File: config.mk
export PLATFORM = sky130hd
export DESIGN_NAME = bus_cmd_ctrl
export DESIGN_NICKNAME = d
export VERILOG_FILES = /design/src/rtl/bus_cmd_pkg.sv /design/src/rtl/bcc_tstate_fsm.sv /design/src/rtl/bcc_cmd_stage.sv /design/src/rtl/bus_cmd_ctrl.sv
export SDC_FILE = /design/constraint.sdc
export NUM_CORES = 1
export LEC_CHECK = 0
export ABC_AREA = 1
export CAP_MARGIN = 15
export CORE_UTILIZATION = 49
export CTS_CLUSTER_SIZE = 25
export DETAILED_ROUTE_END_ITERATION = 12
export PLACE_DENSITY = 0.77
export SYNTH_ARGS = -nofsm -noshare
export SYNTH_HDL_FRONTEND = slang
export SYNTH_SLANG_ARGS = --single-unit
File: constraint.sdc
create_clock -name clk -period 4.1 [get_ports clk]
set_clock_uncertainty 0.2 [all_clocks]
set_input_delay 0.41 -clock clk [delete_from_list [all_inputs] [get_ports clk]]
set_output_delay 0.41 -clock clk [all_outputs]
set_load 0.03 [all_outputs]
File: src/rtl/bus_cmd_pkg.sv
package bus_cmd_pkg;

   typedef enum logic [2:0] {
      TS_IDLE = 3'd0,
      TS_T1   = 3'd1,
      TS_T2   = 3'd2,
      TS_T3   = 3'd3,
      TS_TW   = 3'd4,
      TS_T4   = 3'd5
   } tstate_e;

   // status encoding is behavioural: it is what the processor drives
   typedef enum logic [2:0] {
      CY_INTA  = 3'b000,
      CY_IORD  = 3'b001,
      CY_IOWR  = 3'b010,
      CY_HALT  = 3'b011,
      CY_FETCH = 3'b100,
      CY_MRD   = 3'b101,
      CY_MWR   = 3'b110,
      CY_PASS  = 3'b111
   } cycle_e;

   // command vector slots
   localparam int CMD_MRD   = 0;
   localparam int CMD_MWR   = 1;
   localparam int CMD_IORD  = 2;
   localparam int CMD_IOWR  = 3;
   localparam int CMD_AMWR  = 4;
   localparam int CMD_AIOWR = 5;
   localparam int CMD_INTA  = 6;
   localparam int NCMD      = 7;

   function automatic bit is_mem_cmd(input int idx);
      return (idx == CMD_MRD) || (idx == CMD_MWR) || (idx == CMD_AMWR);
   endfunction

   function automatic bit is_read_code(input cycle_e c);
      return (c == CY_INTA) || (c == CY_IORD) || (c == CY_FETCH) || (c == CY_MRD);
   endfunction

endpackage

File: src/rtl/bcc_tstate_fsm.sv
module bcc_tstate_fsm
   import bus_cmd_pkg::*;
#(
   parameter int STAT_W = 3
) (
   input  logic              clk,
   input  logic              rst,
   input  logic [STAT_W-1:0] status,
   input  logic              ready,
   output tstate_e           st_d,
   output cycle_e            code_d
);

   localparam logic [STAT_W-1:0] PASS_CODE = {STAT_W{1'b1}};

   initial assert (STAT_W == 3) else $error("bcc_tstate_fsm: STAT_W must be 3");

   tstate_e st_q;
   cycle_e  code_q;
   logic    prev_pass_q;
   logic    start;
   cycle_e  stat_c;

   assign stat_c = cycle_e'(status[2:0]);

   assign start = ((st_q == TS_IDLE) || (st_q == TS_T4)) && prev_pass_q &&
                  (status != PASS_CODE) && (stat_c != CY_HALT);

   always_comb begin
      st_d = st_q;
      unique case (st_q)
         TS_IDLE: st_d = start ? TS_T1 : TS_IDLE;
         TS_T1:   st_d = TS_T2;
         TS_T2:   st_d = TS_T3;
         TS_T3:   st_d = ready ? TS_T4 : TS_TW;
         TS_TW:   st_d = ready ? TS_T4 : TS_TW;
         TS_T4:   st_d = start ? TS_T1 : TS_IDLE;
         default: st_d = TS_IDLE;
      endcase
      if (rst) st_d = TS_IDLE;
   end

   assign code_d = rst ? CY_PASS : (start ? stat_c : code_q);

   always_ff @(posedge clk) begin
      if (rst) begin
         st_q        <= TS_IDLE;
         code_q      <= CY_PASS;
         prev_pass_q <= 1'b1;
      end else begin
         st_q        <= st_d;
         code_q      <= code_d;
         prev_pass_q <= (status == PASS_CODE);
      end
   end

   // T4 is only reached after ready was seen high
   p_t4_needs_ready_r7: assert property (@(posedge clk) disable iff (rst)
      (st_q == TS_T4) |-> $past(ready));

   // a cycle in progress never restarts before T4
   p_no_restart_r8: assert property (@(posedge clk) disable iff (rst)
      (st_q == TS_T1) |=> (st_q == TS_T2));

endmodule

File: src/rtl/bcc_cmd_stage.sv
module bcc_cmd_stage
   import bus_cmd_pkg::*;
#(
   parameter int NC = NCMD
) (
   input  logic          clk,
   input  logic          rst,
   input  tstate_e       st_d,
   input  cycle_e        code_d,
   input  logic          cmd_en,
   input  logic          addr_en_n,
   input  logic          iob_mode,
   output logic          ale_q,
   output logic          dt_r_q,
   output logic          den_q,
   output logic          mce_pden_q,
   output logic [NC-1:0] cmd_n_q
);

   initial assert (NC == NCMD) else $error("bcc_cmd_stage: NC must equal NCMD");

   logic          act_rd, act_wr, in_cyc;
   logic [NC-1:0] raw, gated;

   assign in_cyc = (st_d != TS_IDLE);
   assign act_rd = (st_d == TS_T2) || (st_d == TS_T3) || (st_d == TS_TW) || (st_d == TS_T4);
   assign act_wr = (st_d == TS_T3) || (st_d == TS_TW) || (st_d == TS_T4);

   always_comb begin
      raw            = '0;
      raw[CMD_MRD]   = act_rd && ((code_d == CY_MRD) || (code_d == CY_FETCH));
      raw[CMD_IORD]  = act_rd && (code_d == CY_IORD);
      raw[CMD_INTA]  = act_rd && (code_d == CY_INTA);
      raw[CMD_AMWR]  = act_rd && (code_d == CY_MWR);
      raw[CMD_AIOWR] = act_rd && (code_d == CY_IOWR);
      raw[CMD_MWR]   = act_wr && (code_d == CY_MWR);
      raw[CMD_IOWR]  = act_wr && (code_d == CY_IOWR);
   end

   for (genvar i = 0; i < NC; i++) begin : g_gate
      if (is_mem_cmd(i)) begin : g_mem
         assign gated[i] = raw[i] && cmd_en && !addr_en_n;
      end else begin : g_io
         assign gated[i] = raw[i] && cmd_en;
      end
   end

   always_ff @(posedge clk) begin
      if (rst) begin
         ale_q      <= 1'b0;
         dt_r_q     <= 1'b1;
         den_q      <= 1'b0;
         mce_pden_q <= 1'b0;
         cmd_n_q    <= '1;
      end else begin
         ale_q      <= (st_d == TS_T1);
         dt_r_q     <= !(in_cyc && is_read_code(code_d));
         den_q      <= act_rd;
         mce_pden_q <= iob_mode ? (act_rd && ((code_d == CY_IORD) || (code_d == CY_IOWR)))
                                : ((st_d == TS_T1) && (code_d == CY_INTA));
         cmd_n_q    <= ~gated;
      end
   end

endmodule

File: src/rtl/bus_cmd_ctrl.sv
module bus_cmd_ctrl
   import bus_cmd_pkg::*;
#(
   parameter int STAT_W = 3
) (
   input  logic              clk,
   input  logic              rst,
   input  logic [STAT_W-1:0] status,
   input  logic              ready,
   input  logic              cmd_en,
   input  logic              addr_en_n,
   input  logic              iob_mode,
   output logic              ale,
   output logic              dt_r,
   output logic              den,
   output logic              mce_pden,
   output logic              mem_rd_n,
   output logic              mem_wr_n,
   output logic              io_rd_n,
   output logic              io_wr_n,
   output logic              adv_mem_wr_n,
   output logic              adv_io_wr_n,
   output logic              inta_n
);

   tstate_e         st_d;
   cycle_e          code_d;
   logic [NCMD-1:0] cmd_n;

   bcc_tstate_fsm #(.STAT_W(STAT_W)) u_fsm (
      .clk    (clk),
      .rst    (rst),
      .status (status),
      .ready  (ready),
      .st_d   (st_d),
      .code_d (code_d)
   );

   bcc_cmd_stage #(.NC(NCMD)) u_cmd (
      .clk        (clk),
      .rst        (rst),
      .st_d       (st_d),
      .code_d     (code_d),
      .cmd_en     (cmd_en),
      .addr_en_n  (addr_en_n),
      .iob_mode   (iob_mode),
      .ale_q      (ale),
      .dt_r_q     (dt_r),
      .den_q      (den),
      .mce_pden_q (mce_pden),
      .cmd_n_q    (cmd_n)
   );

   assign mem_rd_n     = cmd_n[CMD_MRD];
   assign mem_wr_n     = cmd_n[CMD_MWR];
   assign io_rd_n      = cmd_n[CMD_IORD];
   assign io_wr_n      = cmd_n[CMD_IOWR];
   assign adv_mem_wr_n = cmd_n[CMD_AMWR];
   assign adv_io_wr_n  = cmd_n[CMD_AIOWR];
   assign inta_n       = cmd_n[CMD_INTA];

   p_ale_single_r2: assert property (@(posedge clk) disable iff (rst)
      ale |=> !ale);

   p_den_with_cmd_r4: assert property (@(posedge clk) disable iff (rst)
      (!mem_rd_n || !io_rd_n || !inta_n || !adv_mem_wr_n || !adv_io_wr_n) |-> den);

   p_one_read_r5: assert property (@(posedge clk) disable iff (rst)
      $countones({~mem_rd_n, ~io_rd_n, ~inta_n}) <= 1);

   p_mwr_has_adv_r6: assert property (@(posedge clk) disable iff (rst)
      !mem_wr_n |-> !adv_mem_wr_n);

   p_iowr_has_adv_r6: assert property (@(posedge clk) disable iff (rst)
      !io_wr_n |-> !adv_io_wr_n);

   p_cmd_gate_r10: assert property (@(posedge clk) disable iff (rst)
      !$past(cmd_en) |-> (&cmd_n));

   p_mem_gate_r11: assert property (@(posedge clk) disable iff (rst)
      $past(addr_en_n) |-> (mem_rd_n && mem_wr_n && adv_mem_wr_n));

endmodule

Yosys cells after proc, flatten, opt, wreduce, memory -nomap -nowiden
Index checks and enable logic that the tools add are counted.
W data, S select, Z words.
Word-level totals
  bits in registers: 18
  output and inout port bits: 11
  word-level logic and storage cells: 75
Cells by class
  equality and inequality tests: 18
  muxes and demuxes: 7
  bitwise gates (word level): 1
  reductions and logical operators: 41
Operators by type and width (number)
  $eq A3 B3 Y1 const B: 8
  $logic_and A1 B1 Y1: 23
  $eq A3 B2 Y1 const B: 5
  $pmux W3 S4: 1
  $logic_or A1 B1 Y1: 11
  $eq A3 B1 Y1 const B: 3
  $mux W3: 3
  $not A7 Y7: 1
  $logic_not A3 Y1: 2
  $reduce_or A2 Y1: 2
  $mux W1: 3
  $ne A3 B2 Y1 const B: 1
  $ne A3 B3 Y1 const B: 1
  $reduce_bool A3 Y1: 1
  $logic_not A1 Y1: 2

Depth between registers and ports, before layout
Gate-level depths: netlist of the first run.
  depth after elaboration: 16
  depth in mapped cells: 11
  mapped depth without buffers: 11

Hierarchy
Synthesis of the first run repeated with hierarchy kept, for this count alone.
Second synthesis, totals
  cell total of the unflattened synthesis: 89
  area total of the unflattened synthesis: 755.7 µm²
By module, submodules not included
  bcc_cmd_stage: times used 1, cells an instance 43, area each 415.4 µm²
  bcc_tstate_fsm: times used 1, cells an instance 46, area each 340.3 µm²

Worst setup path after synthesis of the first run
No wires, ideal clock.
  path kind: input to register
  start: in status[1]
  end: reg u_cmd.cmd_n_q[1]
  library setup time: 0.133 ns
  data arrival time: 1.112 ns
  data required time: 3.767 ns
  path slack: 2.655 ns
  stages on the path: 8
  buffers on the path: 0
  path through: nand2_1 inv_2 nor2_8 nand2_2 nand2_2 nand3_2 nor2_1 nand4_1
On the way
  word-level cells in the longest chain between the ends: 13
  elaborated cells between the ends (all ways): 19
  those cells by class: eq/ne (6); mux (5); bitwise (1); reduce/logical (7)
RTL lines
  from (decl): line bus_cmd_ctrl.sv:8  | input logic [STAT_W-1:0] status,
  $ne A3 B3 Y1: line bcc_tstate_fsm.sv:27  | (status != PASS_CODE) && (stat_c != CY_HALT);
  $logic_and A1 B1 Y1: line bcc_tstate_fsm.sv:26  | assign start = ((st_q == TS_IDLE) || (st_q == TS_T4)) && prev_pass_q &&
  $logic_and A1 B1 Y1: line bcc_tstate_fsm.sv:27
  $mux W1: line bcc_tstate_fsm.sv:32, bcc_tstate_fsm.sv:37
  $pmux W3 S4: line bcc_tstate_fsm.sv:31  | unique case (st_q)
  $mux W3: line bcc_tstate_fsm.sv:40  | if (rst) st_d = TS_IDLE;
  $eq A3 B2 Y1 or $eq A3 B3 Y1 (tied branches): line bcc_cmd_stage.sv:27  | assign act_wr = (st_d == TS_T3) || (st_d == TS_TW) || (st_d == TS_T4);
  $logic_or A1 B1 Y1 (2 in series): line bcc_cmd_stage.sv:27
  $logic_and A1 B1 Y1 (*): line bcc_cmd_stage.sv:36  | raw[CMD_MWR] = act_wr && (code_d == CY_MWR);
  $logic_and A1 B1 Y1 (*) (2 in series): line bcc_cmd_stage.sv:42  | assign gated[i] = raw[i] && cmd_en && !addr_en_n;
  $not A7 Y7 (*): line bcc_cmd_stage.sv:61  | cmd_n_q <= ~gated;
  to (signal assigned): line bcc_cmd_stage.sv:61
  to (decl): line bcc_cmd_stage.sv:17  | output logic [NC-1:0] cmd_n_q
Every way passes the cells marked *; elsewhere a longest branch is shown, timed or not.
A chain may end at the register's enable or synchronous reset.

Final worst setup path of the first run
  start: reg u_cmd.cmd_n_q[2]
  end: out io_rd_n
RTL lines
  to (decl): line bus_cmd_ctrl.sv:19  | output logic io_rd_n,
No word-level cell between the ends.

==> results of run 1 <==
-- synthesized netlist by cell type (all sizes together) --
library cell | count | share of area
a21boi | 1 | 0.014
a21oi | 1 | 0.011
and2 | 1 | 0.0080
clkinv | 1 | 0.0048
dfxtp | 18 | 0.46
inv | 14 | 0.067
nand2 | 29 | 0.18
nand3 | 14 | 0.11
nand4 | 2 | 0.016
nor2 | 10 | 0.098
nor3 | 1 | 0.013
o21ai | 2 | 0.013
-- worst max path at each step --
stage,to,cells past startpoint,start,slack (ps)
2_1_floorplan,u_cmd.cmd_n_q[1],8,status[1],2660
3_3_place_gp,u_cmd.cmd_n_q[3],11,status[1],2060
3_5_place_dp,u_cmd.cmd_n_q[3],11,status[1],2040
4_1_cts,io_rd_n,1,u_cmd.cmd_n_q[2],2190
5_1_grt,mce_pden,1,u_cmd.mce_pden_q,2150
6_report,io_rd_n,1,u_cmd.cmd_n_q[2],2190
-- metrics by stage --
stage	utilization	hold slack [ps]	total power (W)	cell area, sq um
floorplan	-	251	0.000289	781
global placement	0.666	271	0.000319	991
detailed placement	0.666	294	0.000321	991
CTS	0.690	323	0.000428	1030
global route	0.690	359	0.000448	1030
finish	0.690	326	0.000427	1030
-- kinds of logic (layout without fill, tap and decap cells) --
family,after synthesis,count (layout),share of synthesized area
flops,18,18,0.462
compound gates,4,4,0.0385
simple gates,57,57,0.428
buf+inv,15,38,0.0721
-- power groups by stage --
stage / combinational [W] / clock (W) / sequential (W)
6_report: 0.000121 / 0.000110 / 0.000196
4_1_cts: 0.000122 / 0.000110 / 0.000196
3_3_place_gp: 0.000120 / 0 / 0.000199
5_1_grt: 0.000133 / 0.000118 / 0.000197
2_1_floorplan: 0.0000790 / 0 / 0.000210
3_5_place_dp: 0.000121 / 0 / 0.000200
-- state kept, by name (all words and copies together), names as in the netlist --
| name | count |
|---|---|
| u_fsm.code_q | 3 |
| u_cmd.mce_pden_q | 1 |
| u_fsm.st_q | 3 |
| u_cmd.cmd_n_q | 7 |
| u_cmd.dt_r_q | 1 |
| u_cmd.ale_q | 1 |
| u_fsm.prev_pass_q | 1 |
| u_cmd.den_q | 1 |
-- final cells by class --
cell class	instances	area, sq um
repair buffers	19	190
fillers	111	462
inverters	15	56.3
flip-flops and latches	18	360
clock buffers	4	36.3
well taps	16	20.0
multi-input cells	61	364
-- placed cells by master, fill, tap and decap left out, drive strengths merged, types with 2 or more instances in the layout --
cell type	netlist	routed
nor2	10	10
nand2	29	29
nand4	2	2
nand3	14	14
inv	14	14
clkbuf	0	4
o21ai	2	2
clkdlybuf4s50	0	19
dfxtp	18	18
-- metal layers --
| metal | global-route usage | up-vias |
|---|---|---|
| met5 | 0 | - |
| met1 | 0.214 | 282 |
| li1 | - | 336 |
| met3 | 0.0391 | 4 |
| met2 | 0.334 | 11 |
| met4 | 0.0968 | 0 |
==> flow_summary.ini, run 1 <==
[final_layout]
n_antenna_cell = 0
final_layout_size_suffix_gt1_frac = 0.256
areaGrowthSynthToFinish_pct = 31.6
fin_nets = 127
final_cells = 133

[clocking]
cts-resized-gates = 0
ctsHoldBuffers = 0
cts.path.max_buffers = 2
post_cts_buffers = 0
cts_made_buffers = 3
cts-htree-levels = 1
root_buffer = clkbuf_4
path_clk_slew_ps = 110
insertion_delay_ps = 300
clock_sinks = 18
cts_tree = yes

[setup_path]
cp.required_ps = 3490
cp_cell_sequence = clkdlybuf4s50_1
path_buf_inv = 1
r2r_slack_ps = 2560
startpoint_type = flop
crit_type = reg -> out
timing.rr.end = u_cmd.cmd_n_q[3]
crit_family = buffers and inverters
slowest_stage = clkdlybuf4s50_1
cp_max_fo = 1
end_kind = primary output
rr_worst_depth = 10
crit_path_max_incr_delay_ps = 670
rr_startpoint = u_fsm.st_q[1]
cp_data_arrival_time_ps = 1300

[power_and_ir_drop]
intPower_w = 0.000288
pwr-share-clk = 0.258
pwr-share-seq = 0.458
power.leakage_nw = 0.466
combPwrFrac = 0.284
swShare = 0.325
switchingPower_w = 0.000139
ir_drop_mv = 0.250
p_per_area_nw_per_um2 = 416

[grt]
track_usage = 0.190
grt_max_degree = 11
first_global_vias = 623
grt_overflow_total = 0
grt_pass1_wl_microns = 2530
antenna_found_initial = 0

[timing]
max_freq_mhz = 523
finalWorstSetupSlack_ps = 2190
slew_violations = 0
setup_tns_ps = 0
period_needed_ps = 1910
max_slew_margin = 0.784
final-setup-viol-count = 0
period_share = 0.467
tightest_slew_ps = 322
timing_hold_violations_final = 0
rsz0062_at_grt = false

[die]
die_area_sq_um = 1760
ios = 20
core_sq_um = 1490
initial_utilization = 0.524
chipHeight_microns = 41.9
num_rows = 14
die_x_microns = 41.9

[logic_synthesis]
mappedNetlistArea_sq_um = 781
ys_types = 19
ys_seq_area_frac = 0.462
synth.avg_cell_area_sq_um = 8.31
synth-seq-cells = 18
synth_warnings = 0
synthCells = 94
syn_nets = 103

[drt]
vias_per_cell = 4.76
postRouteAntennaNets = 0
wl_per_cell_microns = 11.0
wl_met1_microns = 678
wl_met2_microns = 704
drtIter0Drc = 8
route.met3.wl_microns = 52
highest_layer = met4
drc = 1
drt_pass1_iterations = 8
totalWireLength_microns = 1470
vias = 633

[place]
place_inst = 129
dp_slack_ps = 2040
dp_hpwl_microns = 1150
routabilityCongestion = 0.735
io_buffer_count = 19

[hold_path]
hold_path_depth = 2
min-delay-start = u_fsm.code_q[1]
hp-class = reg -> reg
worstHoldEndpoint = u_fsm.code_q[1]

[run_status]
violations = design-rule violations
status = complete, but fails checks

[job]
cap_violations = 0
(Power assumes the default switching activity.)
==> inputs of run 2 (changes only) <==
--- a/config.mk
+++ b/config.mk
@@ -7,10 +7,10 @@
 export LEC_CHECK = 0
 export ABC_AREA = 1
 export CAP_MARGIN = 15
-export CORE_UTILIZATION = 49
+export CORE_UTILIZATION = 46
 export CTS_CLUSTER_SIZE = 25
 export DETAILED_ROUTE_END_ITERATION = 12
-export PLACE_DENSITY = 0.77
+export PLACE_DENSITY = 0.73
 export SYNTH_ARGS = -nofsm -noshare
 export SYNTH_HDL_FRONTEND = slang
 export SYNTH_SLANG_ARGS = --single-unit
==> constraint.sdc (replaced) <==
create_clock -name clk -period 1.9 [get_ports clk]
set_clock_uncertainty 0.2 [all_clocks]
set_input_delay 0.19 -clock clk [delete_from_list [all_inputs] [get_ports clk]]
set_output_delay 0.19 -clock clk [all_outputs]
set_load 0.03 [all_outputs]
==> flow_summary.ini, run 2 (synthesized netlist as in run 1, its figures left out) <==
[run_status]
status = completed

[setup_path]
slowest_stage = clkdlybuf4s50_1
crit_type = reg -> out
crit_family = buffers and inverters
end_kind = primary output
cp_cell_sequence = clkdlybuf4s50_1
cp_max_fo = 1
startpoint_type = flop
path_buf_inv = 1
cp.required_ps = 1510
cp_data_arrival_time_ps = 1300
crit_path_max_incr_delay_ps = 670

[grt]
track_usage = 0.176
use_met2 = 0.278
grt_overflow_total = 0
first_global_vias = 614
antenna_found_initial = 0
use_met1 = 0.216
grt_pass1_wl_microns = 2460
grt_max_degree = 11
top_usage_layer = met2
grt_use_met3 = 0.0383

[timing]
period_needed_ps = 1690
rsz0062_at_grt = false
setup_tns_ps = 0
max_freq_mhz = 591
slew_violations = 0
period_share = 0.891
max_slew_margin = 0.782
timing_hold_violations_final = 0
tightest_slew_ps = 325
final-setup-viol-count = 0

[drt]
drt_pass1_iterations = 4
drtIter0Drc = 2
wl_per_cell_microns = 10.9
drc = 0
totalWireLength_microns = 1450
vias = 635
vias_per_cell = 4.77
postRouteAntennaNets = 0

[clocking]
ctsHoldBuffers = 0
cts-resized-gates = 0
cts-htree-levels = 1
post_cts_buffers = 0
root_buffer = clkbuf_4
path_clk_slew_ps = 100
cts_made_buffers = 3
clock_sinks = 18
cts_tree = yes
cts.path.max_buffers = 2
insertion_delay_ps = 300

[place]
routabilityCongestion = 0.738
dp_hpwl_microns = 1100
io_buffer_count = 19

[final_layout]
fin_nets = 127
n_antenna_cell = 0
largest_reg_flops = 7
mostFrequentLayoutCells = nand2_1, clkdlybuf4s50_1, dfxtp_1, nand3_1, inv_1
regMostFlops = u_cmd.cmd_n_q
fin_util = 0.666
final_layout_size_suffix_gt1_frac = 0.256
reg_top3 = u_cmd.cmd_n_q x7, u_fsm.code_q x3, u_fsm.st_q x3
areaGrowthSynthToFinish_pct = 31.6

[power_and_ir_drop]
ir_drop_mv = 0.516
power.leakage_nw = 0.466
p_per_area_nw_per_um2 = 896

[die]
initial_utilization = 0.506
num_rows = 14
die_x_microns = 43.2
die_area_sq_um = 1870
chipHeight_microns = 43.2
core_sq_um = 1540
ios = 20

[hold_path]
hp-class = in -> reg

[job]
cap_violations = 0
==> run 2: cell counts in the layout (fill, tap and decap cells not counted) <==
Identical to the previous run, type by type.
==> run 2: path summary, 6_finish.rpt <==
path                     from                end  slack [ps]  depth (start not counted)
max reg2reg     u_fsm.st_q[1]   u_cmd.cmd_n_q[1]         370                          8
min reg2reg   u_fsm.code_q[1]    u_fsm.code_q[1]         310                          2
max          u_cmd.cmd_n_q[2]            io_rd_n         210                          1
min                 status[2]  u_fsm.prev_pass_q         290                          3
==> run 2: routing by layer <==
| metal | part of all wire | up-vias |
|---|---|---|
| met5 | 0 | - |
| met4 | 0.024 | 0 |
| met3 | 0.038 | 5 |
| met2 | 0.45 | 12 |
| met1 | 0.49 | 281 |
| li1 | - | 337 |
==> run 2: area by class of cell <==
| cell class | instances | area (sq um) |
|---|---|---|
| fillers | 138 | 514 |
| inverters | 15 | 56.3 |
| well taps | 16 | 20.0 |
| multi-input cells | 61 | 364 |
| repair buffers | 19 | 190 |
| flip-flops and latches | 18 | 360 |
| clock buffers | 4 | 36.3 |
==> run 2: per-stage QoR <==
stage	area (sq um)	power (W)	cells	hold WS (ps)	setup WS, ps
2_1_floorplan	781	0.000623	94	93.1	524
3_3_place_gp	991	0.000689	129	288	94.7
3_5_place_dp	991	0.000693	129	284	74.6
4_1_cts	1030	0.000930	133	287	197
5_1_grt	1030	0.000973	133	291	159
6_report	1030	0.000920	133	288	208
==> run 2: power by group <==
| part | internal (W) | switching [W] |
|---|---|---|
| sequential | 0.000408 | 0.0000132 |
| clock | 0.000117 | 0.000119 |
| combinational | 0.0000967 | 0.000166 |
| total | 0.000622 | 0.000299 |
==> inputs of run 3 (changes only) <==
--- a/config.mk
+++ b/config.mk
@@ -11,6 +11,7 @@
 export CTS_CLUSTER_SIZE = 25
 export DETAILED_ROUTE_END_ITERATION = 12
 export PLACE_DENSITY = 0.73
+export SKIP_CTS_REPAIR_TIMING = 1
 export SYNTH_ARGS = -nofsm -noshare
 export SYNTH_HDL_FRONTEND = slang
 export SYNTH_SLANG_ARGS = --single-unit
==> results of run 3 <==
Final layout, timing and power as in run 2 (identical DEF).
